### config.mk
export PLATFORM = sky130hd
export DESIGN_NAME = clk_stop_ctrl
export DESIGN_NICKNAME = d
export VERILOG_FILES = /design/src/rtl/clk_stop_pkg.sv /design/src/rtl/ctl_sync.sv /design/src/rtl/strap_capture.sv /design/src/rtl/drive_gate.sv /design/src/rtl/clk_stop_ctrl.sv
export SDC_FILE = /design/constraint.sdc
export NUM_CORES = 1
export LEC_CHECK = 0
export BUFFER_PORTS_ARGS = -buffer_cell sky130_fd_sc_hd__buf_2
export CORE_UTILIZATION = 45
export DETAILED_ROUTE_END_ITERATION = 7
export GPL_TIMING_DRIVEN = 0
export HOLD_SLACK_MARGIN = 0.1
export MAX_ROUTING_LAYER = met4
export PLACE_DENSITY = 0.85
export SLEW_MARGIN = 15
export SYNTH_ARGS = -nofsm -noshare
export SYNTH_HDL_FRONTEND = slang
export SYNTH_SLANG_ARGS = --single-unit
export TNS_END_PERCENT = 5
### constraint.sdc
create_clock -name clk -period 2 [get_ports clk]
set_clock_uncertainty 0.2 [all_clocks]
set_input_delay 0.4 -clock clk [delete_from_list [all_inputs] [get_ports clk]]
set_output_delay 0.4 -clock clk [all_outputs]
set_load 0.05 [all_outputs]
### src/rtl/clk_stop_pkg.sv
package clk_stop_pkg;
  typedef enum logic [1:0] {
    DRV_LOW  = 2'b00,
    DRV_RUN  = 2'b01,
    DRV_FLT  = 2'b10,
    DRV_HIGH = 2'b11
  } drv_e;
endpackage

### src/rtl/ctl_sync.sv
module ctl_sync #(
  parameter int N = 3
) (
  input  logic         clk,
  input  logic         rst,
  input  logic [N-1:0] d,
  output logic [N-1:0] q
);
  logic [N-1:0] meta;

  always_ff @(posedge clk) begin
    if (rst) begin
      meta <= '1;
      q    <= '1;
    end else begin
      meta <= d;
      q    <= meta;
    end
  end
endmodule

### src/rtl/strap_capture.sv
module strap_capture #(
  parameter int W = 4
) (
  input  logic         clk,
  input  logic         rst,
  input  logic         pg_n,
  input  logic [W-1:0] straps,
  output logic [W-1:0] q,
  output logic         valid
);
  always_ff @(posedge clk) begin
    if (rst) begin
      q     <= '0;
      valid <= 1'b0;
    end else if (!valid && !pg_n) begin
      q     <= straps;
      valid <= 1'b1;
    end
  end
endmodule

### src/rtl/drive_gate.sv
module drive_gate #(
  parameter int N = 2
) (
  input  logic           clk,
  input  logic           rst,
  input  logic           src,
  input  logic [2*N-1:0] tgt,
  output logic [2*N-1:0] drv
);
  // codes load only while the source sits in its low phase
  for (genvar i = 0; i < N; i++) begin : g_out
    always_ff @(posedge clk) begin
      if (rst)
        drv[2*i +: 2] <= clk_stop_pkg::DRV_LOW;
      else if (!src)
        drv[2*i +: 2] <= tgt[2*i +: 2];
    end
  end
endmodule

### src/rtl/clk_stop_ctrl.sv
module clk_stop_ctrl #(
  parameter int N_CPU  = 3,
  parameter int N_PCIF = 3,
  parameter int N_PCI  = 7,
  parameter int N_66   = 6,
  parameter int N_48   = 2,
  parameter int SEL_W  = 3
) (
  input  logic                clk,
  input  logic                rst,
  input  logic                pwr_dwn_n,
  input  logic                cpu_stop_n,
  input  logic                pci_stop_n,
  input  logic                pwr_good_n,
  input  logic [SEL_W-1:0]    strap_sel,
  input  logic                strap_mult,
  input  logic                cfg_pd_float,
  input  logic [N_CPU-1:0]    cfg_cpu_en,
  input  logic [N_CPU-1:0]    cfg_cpu_free,
  input  logic [N_PCIF-1:0]   cfg_pcif_en,
  input  logic [N_PCIF-1:0]   cfg_pcif_mask,
  input  logic [N_PCI-1:0]    cfg_pci_en,
  input  logic [N_66-1:0]     cfg_66_en,
  input  logic [N_48-1:0]     cfg_48_en,
  input  logic                cfg_pin24_in,
  input  logic                src_cpu,
  input  logic                src_pcif,
  input  logic                src_pci,
  input  logic                src_66,
  input  logic                src_48,
  output logic [2*N_CPU-1:0]  drv_cpu_t,
  output logic [2*N_CPU-1:0]  drv_cpu_c,
  output logic [2*N_PCIF-1:0] drv_pcif,
  output logic [2*N_PCI-1:0]  drv_pci,
  output logic [2*N_66-1:0]   drv_66,
  output logic [2*N_48-1:0]   drv_48,
  output logic [SEL_W-1:0]    strap_sel_q,
  output logic                strap_mult_q,
  output logic                strap_valid,
  output logic                cpu_stop_sts,
  output logic                pci_stop_sts
);
  import clk_stop_pkg::*;

  localparam int IN66_IDX = N_66 - 1;
  localparam int STRAP_W  = SEL_W + 1;

  logic [2:0] pins_s;
  logic       pd_n_s, cstop_n_s, pstop_n_s;
  logic [2*N_CPU-1:0]  tgt_cpu_t, tgt_cpu_c;
  logic [2*N_PCIF-1:0] tgt_pcif;
  logic [2*N_PCI-1:0]  tgt_pci;
  logic [2*N_66-1:0]   tgt_66;
  logic [2*N_48-1:0]   tgt_48;

  ctl_sync #(.N(3)) u_sync (
    .clk(clk), .rst(rst),
    .d({pwr_dwn_n, cpu_stop_n, pci_stop_n}),
    .q(pins_s)
  );
  assign pd_n_s    = pins_s[2];
  assign cstop_n_s = pins_s[1];
  assign pstop_n_s = pins_s[0];
  assign cpu_stop_sts = cstop_n_s;
  assign pci_stop_sts = pstop_n_s;

  strap_capture #(.W(STRAP_W)) u_strap (
    .clk(clk), .rst(rst), .pg_n(pwr_good_n),
    .straps({strap_mult, strap_sel}),
    .q({strap_mult_q, strap_sel_q}),
    .valid(strap_valid)
  );

  // precedence: power-down, then enable, then stop pins
  always_comb begin
    for (int i = 0; i < N_CPU; i++) begin
      if (!pd_n_s) begin
        tgt_cpu_t[2*i +: 2] = cfg_pd_float ? DRV_FLT : DRV_HIGH;
        tgt_cpu_c[2*i +: 2] = DRV_FLT;
      end else if (!cfg_cpu_en[i]) begin
        tgt_cpu_t[2*i +: 2] = DRV_LOW;
        tgt_cpu_c[2*i +: 2] = DRV_LOW;
      end else if (!cstop_n_s && !cfg_cpu_free[i]) begin
        tgt_cpu_t[2*i +: 2] = DRV_HIGH;
        tgt_cpu_c[2*i +: 2] = DRV_LOW;
      end else begin
        tgt_cpu_t[2*i +: 2] = DRV_RUN;
        tgt_cpu_c[2*i +: 2] = DRV_RUN;
      end
    end
    for (int i = 0; i < N_PCIF; i++)
      tgt_pcif[2*i +: 2] = (!pd_n_s || !cfg_pcif_en[i] ||
                            (!pstop_n_s && cfg_pcif_mask[i])) ? DRV_LOW : DRV_RUN;
    for (int i = 0; i < N_PCI; i++)
      tgt_pci[2*i +: 2] = (!pd_n_s || !cfg_pci_en[i] || !pstop_n_s) ? DRV_LOW : DRV_RUN;
    for (int i = 0; i < N_66; i++)
      tgt_66[2*i +: 2] = (!pd_n_s ||
                          (!cfg_66_en[i] && !(i == IN66_IDX && cfg_pin24_in))) ? DRV_LOW : DRV_RUN;
    for (int i = 0; i < N_48; i++)
      tgt_48[2*i +: 2] = (!pd_n_s || !cfg_48_en[i]) ? DRV_LOW : DRV_RUN;
  end

  drive_gate #(.N(N_CPU)) u_g_cpu_t (.clk(clk), .rst(rst), .src(src_cpu), .tgt(tgt_cpu_t), .drv(drv_cpu_t));
  drive_gate #(.N(N_CPU)) u_g_cpu_c (.clk(clk), .rst(rst), .src(src_cpu), .tgt(tgt_cpu_c), .drv(drv_cpu_c));
  drive_gate #(.N(N_PCIF)) u_g_pcif (.clk(clk), .rst(rst), .src(src_pcif), .tgt(tgt_pcif), .drv(drv_pcif));
  drive_gate #(.N(N_PCI))  u_g_pci  (.clk(clk), .rst(rst), .src(src_pci), .tgt(tgt_pci), .drv(drv_pci));
  drive_gate #(.N(N_66))   u_g_66   (.clk(clk), .rst(rst), .src(src_66), .tgt(tgt_66), .drv(drv_66));
  drive_gate #(.N(N_48))   u_g_48   (.clk(clk), .rst(rst), .src(src_48), .tgt(tgt_48), .drv(drv_48));
endmodule

==> impl_metrics.yaml, run 1 <==
worst_hold_path:
  hold_path_class: "in -> reg"
  hold_start: "cfg_66_en[3]"
  holdPathStages: 3
  holdPathEnd: "u_g_66.drv[6]$_SDFFE_PP0N_"
synthesis:
  syn_inst: 173
  synthDistinctLibCells: 26
  yosys.area.top_type: "dfxtp_1"
  synth_area_leaders: "dfxtp_1, buf_4, a21oi_1"
  synthAdderAreaFrac_pct: 0
  synth_top_family_by_area: "simple AND/OR/NAND/NOR gates"
  syn_area_per_cell_sq_um: 9.08
  synth_top_area_share_pct: 49.7
  synth_compound_area_share_pct: 17.0
  syn_area_sq_um: 1570
  synth_seq_cells: 39
  synthArstFlopShare_pct: 0
  synthSimpleGateAreaFrac_pct: 19.8
  ys_seq_area_share_pct: 49.7
  synth_edf_count: 0
  yosys_most_used_dff: "dfxtp_1"
  yosysWarningCount: 0
  synth_mux_area_share_pct: 0
  synth-xor-area-share_pct: 0
placement:
  portBuffers: 79
  hpwl_um: 2650
  gp_congestion: 0.764
global_routing:
  grt_pass1_vias: 1247
  grt_pass1_wl_um: 5320
  grtUsageTotal_pct: 20.5
  grt_antenna_before_repair: 0
  grt_max_degree: 11
  grt_remaining_overflow: 0
timing:
  timing.fmax_mhz: 592
  finalSetupTns_ps: 0
  finalMaxSlewViolations: 0
  min_period_ps: 1690
  finalCritPeriodShare_pct: 84.5
  hold_violations: 0
  rsz0062_at_grt: "no"
  report.final.setup_viol: 0
die:
  row_count: 21
  die-width_um: 61.1
  floorplan.io_pins: 99
  die_area_sq_um: 3730
  core_area_sq_um: 3340
  die_h_um: 61.1
  start_util_pct: 47.1
clock_tree:
  clock_latency_ps: 320
  clock_sinks: 39
  cts-buffers-inserted: 5
  clkTransAtPathRegs_ps: 100
  cts_max_level: 2
  clock_path_buffers: 2
  cts_tree: "done"
  root_buffer: "clkbuf_4"
  ctsResizeCount: 0
critical_path:
  crit_path_end_kind: "output pin"
  slowest_stage: "dfxtp_1"
  r2r_start: "u_sync.q[2]$_SDFF_PP1_"
  worstPathCellList: "buf_2"
  cp-start-kind: "flip-flop"
  max_stage_delay_ps: 460
  cp_top_family: "flip-flops"
  crit_required_ps: 1400
  arrival_ps: 1090
  crit_fanout: 7
  worst_r2r_path_depth: 4
  critical_path_class: "reg -> out"
  path_buf_inv: 1
  r2r_setup_slack_ps: 730
  worstReg2RegEnd: "u_g_66.drv[8]$_SDFFE_PP0N_"
final_layout:
  multi_input_area_sq_um: 644
  final_common_cell: "buf_2"
  n_antenna_cell: 0
  drive_above_1_share_pct: 42.3
  final_nets: 331
  fillers: 301
  regArea_sq_um: 781
  area_growth_pct: 42.6
  final_cell_mix: "buf_2, dfxtp_1, buf_4, nand2_1"
detailed_routing:
  viasPerCell: 4.61
  vias: 1531
  dr.pass1.iters: 4
  drc: 0
  drt_iter0_drc: 55
  wl_per_cell_um: 10.7
  wl_um: 3560
  drtAntennaViolNets: 0
outcome:
  status: "finished clean"
flow_run:
  max-cap-violations: 0
pwr:
  p_leak_uw: 0.00111
  totalPowerFinal_uw: 1650
  power_density_nw_per_um2: 738
  ir_drop_mv: 0.438
-- final cells by class --
| type | instances | share of cell area [%] |
|---|---|---|
| Clock buffer | 6 | 1.84 |
| Inverter | 3 | 0.503 |
| Buffer | 28 | 8.83 |
| Tap cell | 46 | 2.57 |
| Sequential cell | 39 | 34.9 |
| Multi-Input combinational cell | 120 | 28.8 |
| Timing Repair Buffer | 90 | 22.6 |
-- per-stage QoR --
step / hold WS [ps] / instances / util [%] / cell area, sq um / setup WS (ps)
floorplan: 189 / 190 / - / 1630 / 472
global placement: 191 / 315 / 62.5 / 2090 / 623
detailed placement: 193 / 315 / 62.5 / 2090 / 593
CTS: 104 / 330 / 66.5 / 2220 / 292
global route: 105 / 332 / 67.1 / 2240 / 212
finish: 108 / 332 / 67.1 / 2240 / 310
-- routing by layer --
| metal | track usage [%] | vias to the layer above | wire, um |
|---|---|---|---|
| met5 | - | - | 0 |
| li1 | - | 787 | - |
| met1 | 22.6 | 688 | 1460 |
| met4 | 7.47 | 0 | 48 |
| met3 | 7.14 | 6 | 189 |
| met2 | 34.0 | 50 | 1860 |
-- state kept, by name, indices dropped and copies added, names as in the netlist --
name           cells
u_strap.q          4
u_g_48.drv         2
u_g_cpu_c.drv      4
u_sync.meta        3
u_g_cpu_t.drv      6
u_g_66.drv         6
u_g_pci.drv        7
u_sync.q           3
u_strap.valid      1
u_g_pcif.drv       3
-- report_power, final --
part           switching (uW)  internal, uW  total [uW]
Sequential               22.6           820         843
Clock                     220           125         345
Combinational             317           147         463
-- worst max path at each step --
| stage | start | endpoint | slack [ps] | cells after the start |
|---|---|---|---|---|
| global route | u_sync.q[1]$_SDFF_PP1_ | cpu_stop_sts | 210 | 1 |
| CTS | u_sync.q[1]$_SDFF_PP1_ | cpu_stop_sts | 290 | 1 |
| finish | u_sync.q[1]$_SDFF_PP1_ | cpu_stop_sts | 310 | 1 |
| floorplan | u_g_cpu_c.drv[1]$_SDFFE_PP0N_ | drv_cpu_c[3] | 470 | 1 |
| detailed placement | src_66 | u_g_66.drv[8]$_SDFFE_PP0N_ | 590 | 4 |
| global placement | src_66 | u_g_66.drv[10]$_SDFFE_PP0N_ | 620 | 4 |
-- synthesized netlist by cell type (all sizes together), types with 3 or more instances --
cell type,number
o21ai,9
nor2,10
nand3b,9
nor3b,3
o2111ai,3
dfxtp,39
a32o,3
inv,3
buf,27
a21oi,18
or2,7
nand2b,5
a22oi,5
nand2,20
o22ai,6
-- worst register-to-register path: cells and delay by family, from the launching register on --
family                 cells  cell delay [ps]
buffers and inverters      1              160
and+or+nand+nor            2              300
DFF                        1              310
AOI/OAI and AO/OA          1              200
-- cells by family after synthesis --
group           Yosys count
flops                    39
compound gates           44
simple gates             58
buf+inv                  31
other cells               1
-- repair_timing --
| item | in CTS | in global routing |
|---|---|---|
| hold buffers | 9 | 2 |
| setup buffers | 0 | 0 |
| hold endpoints to repair | 9 | 2 |
No activity file was read; power rests on OpenSTA's default activity.
==> run 2, diff against run 1 <==
--- a/config.mk
+++ b/config.mk
@@ -5,13 +5,14 @@
 export SDC_FILE = /design/constraint.sdc
 export NUM_CORES = 1
 export LEC_CHECK = 0
+export ABC_AREA = 1
 export BUFFER_PORTS_ARGS = -buffer_cell sky130_fd_sc_hd__buf_2
-export CORE_UTILIZATION = 45
+export CORE_UTILIZATION = 38
 export DETAILED_ROUTE_END_ITERATION = 7
 export GPL_TIMING_DRIVEN = 0
 export HOLD_SLACK_MARGIN = 0.1
 export MAX_ROUTING_LAYER = met4
-export PLACE_DENSITY = 0.85
+export PLACE_DENSITY = 0.76
 export SLEW_MARGIN = 15
 export SYNTH_ARGS = -nofsm -noshare
 export SYNTH_HDL_FRONTEND = slang
==> constraint.sdc (replaced) <==
create_clock -name clk -period 1.4 [get_ports clk]
set_clock_uncertainty 0.2 [all_clocks]
set_input_delay 0.28 -clock clk [delete_from_list [all_inputs] [get_ports clk]]
set_output_delay 0.28 -clock clk [all_outputs]
set_load 0.05 [all_outputs]
==> run 2 against run 1 <==
Net effect: power grew 88%; combinational power grew 71%; sequential share of layout area shrank 6.4 points; synthesized cell count grew 16%; first-iteration DRC count shrank 1.8%; final area grew 23%; area after synthesis grew 4.1%; clock-buffer cell count shrank 1; critical path type unchanged; critical endpoint is now drv_cpu_c[5]; highest routed layer unchanged.
==> impl_metrics.yaml, run 2 <==
outcome:
  status: "finished clean"
synthesis:
  yosysWarningCount: 0
  syn_inst: 201
  netlist_top_cells_count: "dfxtp_1, nand2_1, a21oi_1, buf_4, nand3_1"
  syn_area_per_cell_sq_um: 8.14
  ys_seq_area_share_pct: 47.7
  synth_top_area_share_pct: 47.7
  yosys.area.top_type: "dfxtp_1"
  synthDistinctLibCells: 18
  syn_area_sq_um: 1640
  synth_edf_count: 0
  synth_area_leaders: "dfxtp_1, buf_4, nand2_1"
  synth_seq_cells: 39
  yosys_most_used_dff: "dfxtp_1"
  synthArstFlopShare_pct: 0
timing:
  whs_ps: 102
  rsz0062_at_grt: "yes"
  hold_violations: 0
  finalCritPeriodShare_pct: 99.8
  min_period_ps: 1400
  finalMaxSlewViolations: 0
  timing.fmax_mhz: 716
  report.final.setup_viol: 0
clock_tree:
  clock_sinks: 39
  clock_latency_ps: 290
  cts_max_level: 2
  clkTransAtPathRegs_ps: 80
  cts-buffers-inserted: 5
  clock_path_buffers: 2
  root_buffer: "clkbuf_8"
  cts_tree: "done"
placement:
  hpwl_um: 2690
  portBuffers: 77
  placedInstanceArea_sq_um: 2150
  gp_congestion: 0.862
critical_path:
  crit_required_ps: 920
  cp_top_family: "flip-flops"
  worst_r2r_path_depth: 4
  crit_path_end_kind: "output pin"
  max_stage_delay_ps: 370
  cp.depth: 2
  critical_path_class: "reg -> out"
  path_buf_inv: 2
  arrival_ps: 920
  worstPathCellList: "buf_4, buf_8"
  crit_fanout: 4
  cp-start-kind: "flip-flop"
  slowest_stage: "dfxtp_2"
die:
  die_area_sq_um: 4570
  die-width_um: 67.6
  die_h_um: 67.6
  floorplan.io_pins: 99
  start_util_pct: 40.3
  core_area_sq_um: 4060
  row_count: 23
detailed_routing:
  drt_iter0_drc: 54
  wl_um: 4430
  dr.pass1.iters: 4
  viasPerCell: 4.38
  wl_per_cell_um: 11.3
  drtAntennaViolNets: 0
  vias: 1715
  drc: 0
final_layout:
  drive_above_1_share_pct: 38.3
  finalInstanceArea_sq_um: 2750
  area_growth_pct: 68.3
  top_regs: "u_g_pci.drv x7, u_g_66.drv x6, u_g_cpu_t.drv x6"
  final_nets: 385
  final_common_cell: "buf_2"
  regMostFlops: "u_g_pci.drv"
  largest_reg_flops: 7
  final_cell_mix: "buf_2, nand2_1, dlygate4sd3_1, dfxtp_1, buf_4"
  n_antenna_cell: 0
worst_hold_path:
  holdPathStages: 4
  hold_path_class: "in -> reg"
pwr:
  p_leak_uw: 0.00138
  ir_drop_mv: 0.585
  power_density_nw_per_um2: 1130
flow_run:
  max-cap-violations: 0
global_routing:
  grt_remaining_overflow: 0
  grt_antenna_before_repair: 0
  grt_pass1_vias: 1468
  grt_max_degree: 14
  grt_pass1_wl_um: 6290
  grtUsageTotal_pct: 19.9
==> run 2: changes by cell type after synthesis, moves of 6 or more <==
| cell | before | now |
|---|---|---|
| nand2_1 | 20 | 39 |
| nor2_1 | 10 | 17 |
| nand3_1 | 0 | 22 |
| inv_1 | 1 | 10 |
| o22ai_1 | 6 | 0 |
| nand3b_1 | 9 | 0 |
==> run 2: worst min-delay path: cells and delay by family <==
| kind | cells | cell delay (ps) |
|---|---|---|
| simple gates | 3 | 200 |
| buf+inv | 1 | 70 |
==> run 2: path summary, 6_finish.rpt <==
path | slack [ps] | to | startpoint
worst max-delay path | 3 | drv_cpu_c[5] | u_g_cpu_c.drv[1]$_SDFFE_PP0N_
worst min-delay path | 100 | u_strap.valid$_SDFFE_PP0P_ | pwr_good_n
worst max register to register | 200 | u_strap.q[3]$_SDFFE_PP0P_ | u_strap.valid$_SDFFE_PP0P_
worst min register to register | 210 | u_sync.q[0]$_SDFF_PP1_ | u_sync.meta[0]$_SDFF_PP1_
==> run 2: kinds of logic (layout without fill, tap and decap cells) <==
group / count (synthesis) / count (layout) / synth area share (%)
other: 1 / 18 / 0.229
AOI/OAI and AO/OA: 33 / 33 / 10.6
DFF: 39 / 39 / 47.7
and+or+nand+nor: 88 / 88 / 25.7
buffers and inverters: 40 / 164 / 15.8
==> run 2: metrics by stage <==
stage / worst slack (ps) / total power (uW) / instances / util (%) / setup TNS [ps]
final: 3.23 / 3100 / 392 / 67.8 / 0
after global routing: -26.0 / 3240 / 392 / 67.8 / -48.2
after CTS: 3.84 / 3100 / 391 / 66.2 / 0
after detailed placement: 150 / 1910 / 345 / 52.9 / 0
after global placement: 142 / 1900 / 345 / 52.9 / 0
after floorplan: -8.29 / 1750 / 218 / - / -16.6
==> run 2: repair_timing <==
item,4_1_cts,5_1_grt
pin swaps,0,1
hold buffers,38,0
resized for setup,8,24
setup buffers,0,1
hold endpoints to repair,34,0
endpoints found under the setup margin,5,27
==> run 2: cell type report <==
class | instances | area [sq um]
sequential | 39 | 783
timing repair buffer | 116 | 848
inverter | 12 | 50.0
multi-input combinational | 139 | 661
clock buffer | 5 | 68.8
tap | 50 | 62.6
buffer | 28 | 211
fill | 348 | 1310
clock inverter | 3 | 67.6
==> run 2: power by group <==
part	switching (uW)	internal, uW	total, uW
combinational	508	287	794
sequential	32.4	1180	1210
clock	387	710	1100
==> run 2: metal layers <==
layer	vias up	track usage [%]	part of all wire (%)
met2	71	36.5	53
met3	14	4.90	6.9
met1	744	18.8	37
met4	0	10.9	3.0
met5	-	-	0
li1	886	-	-
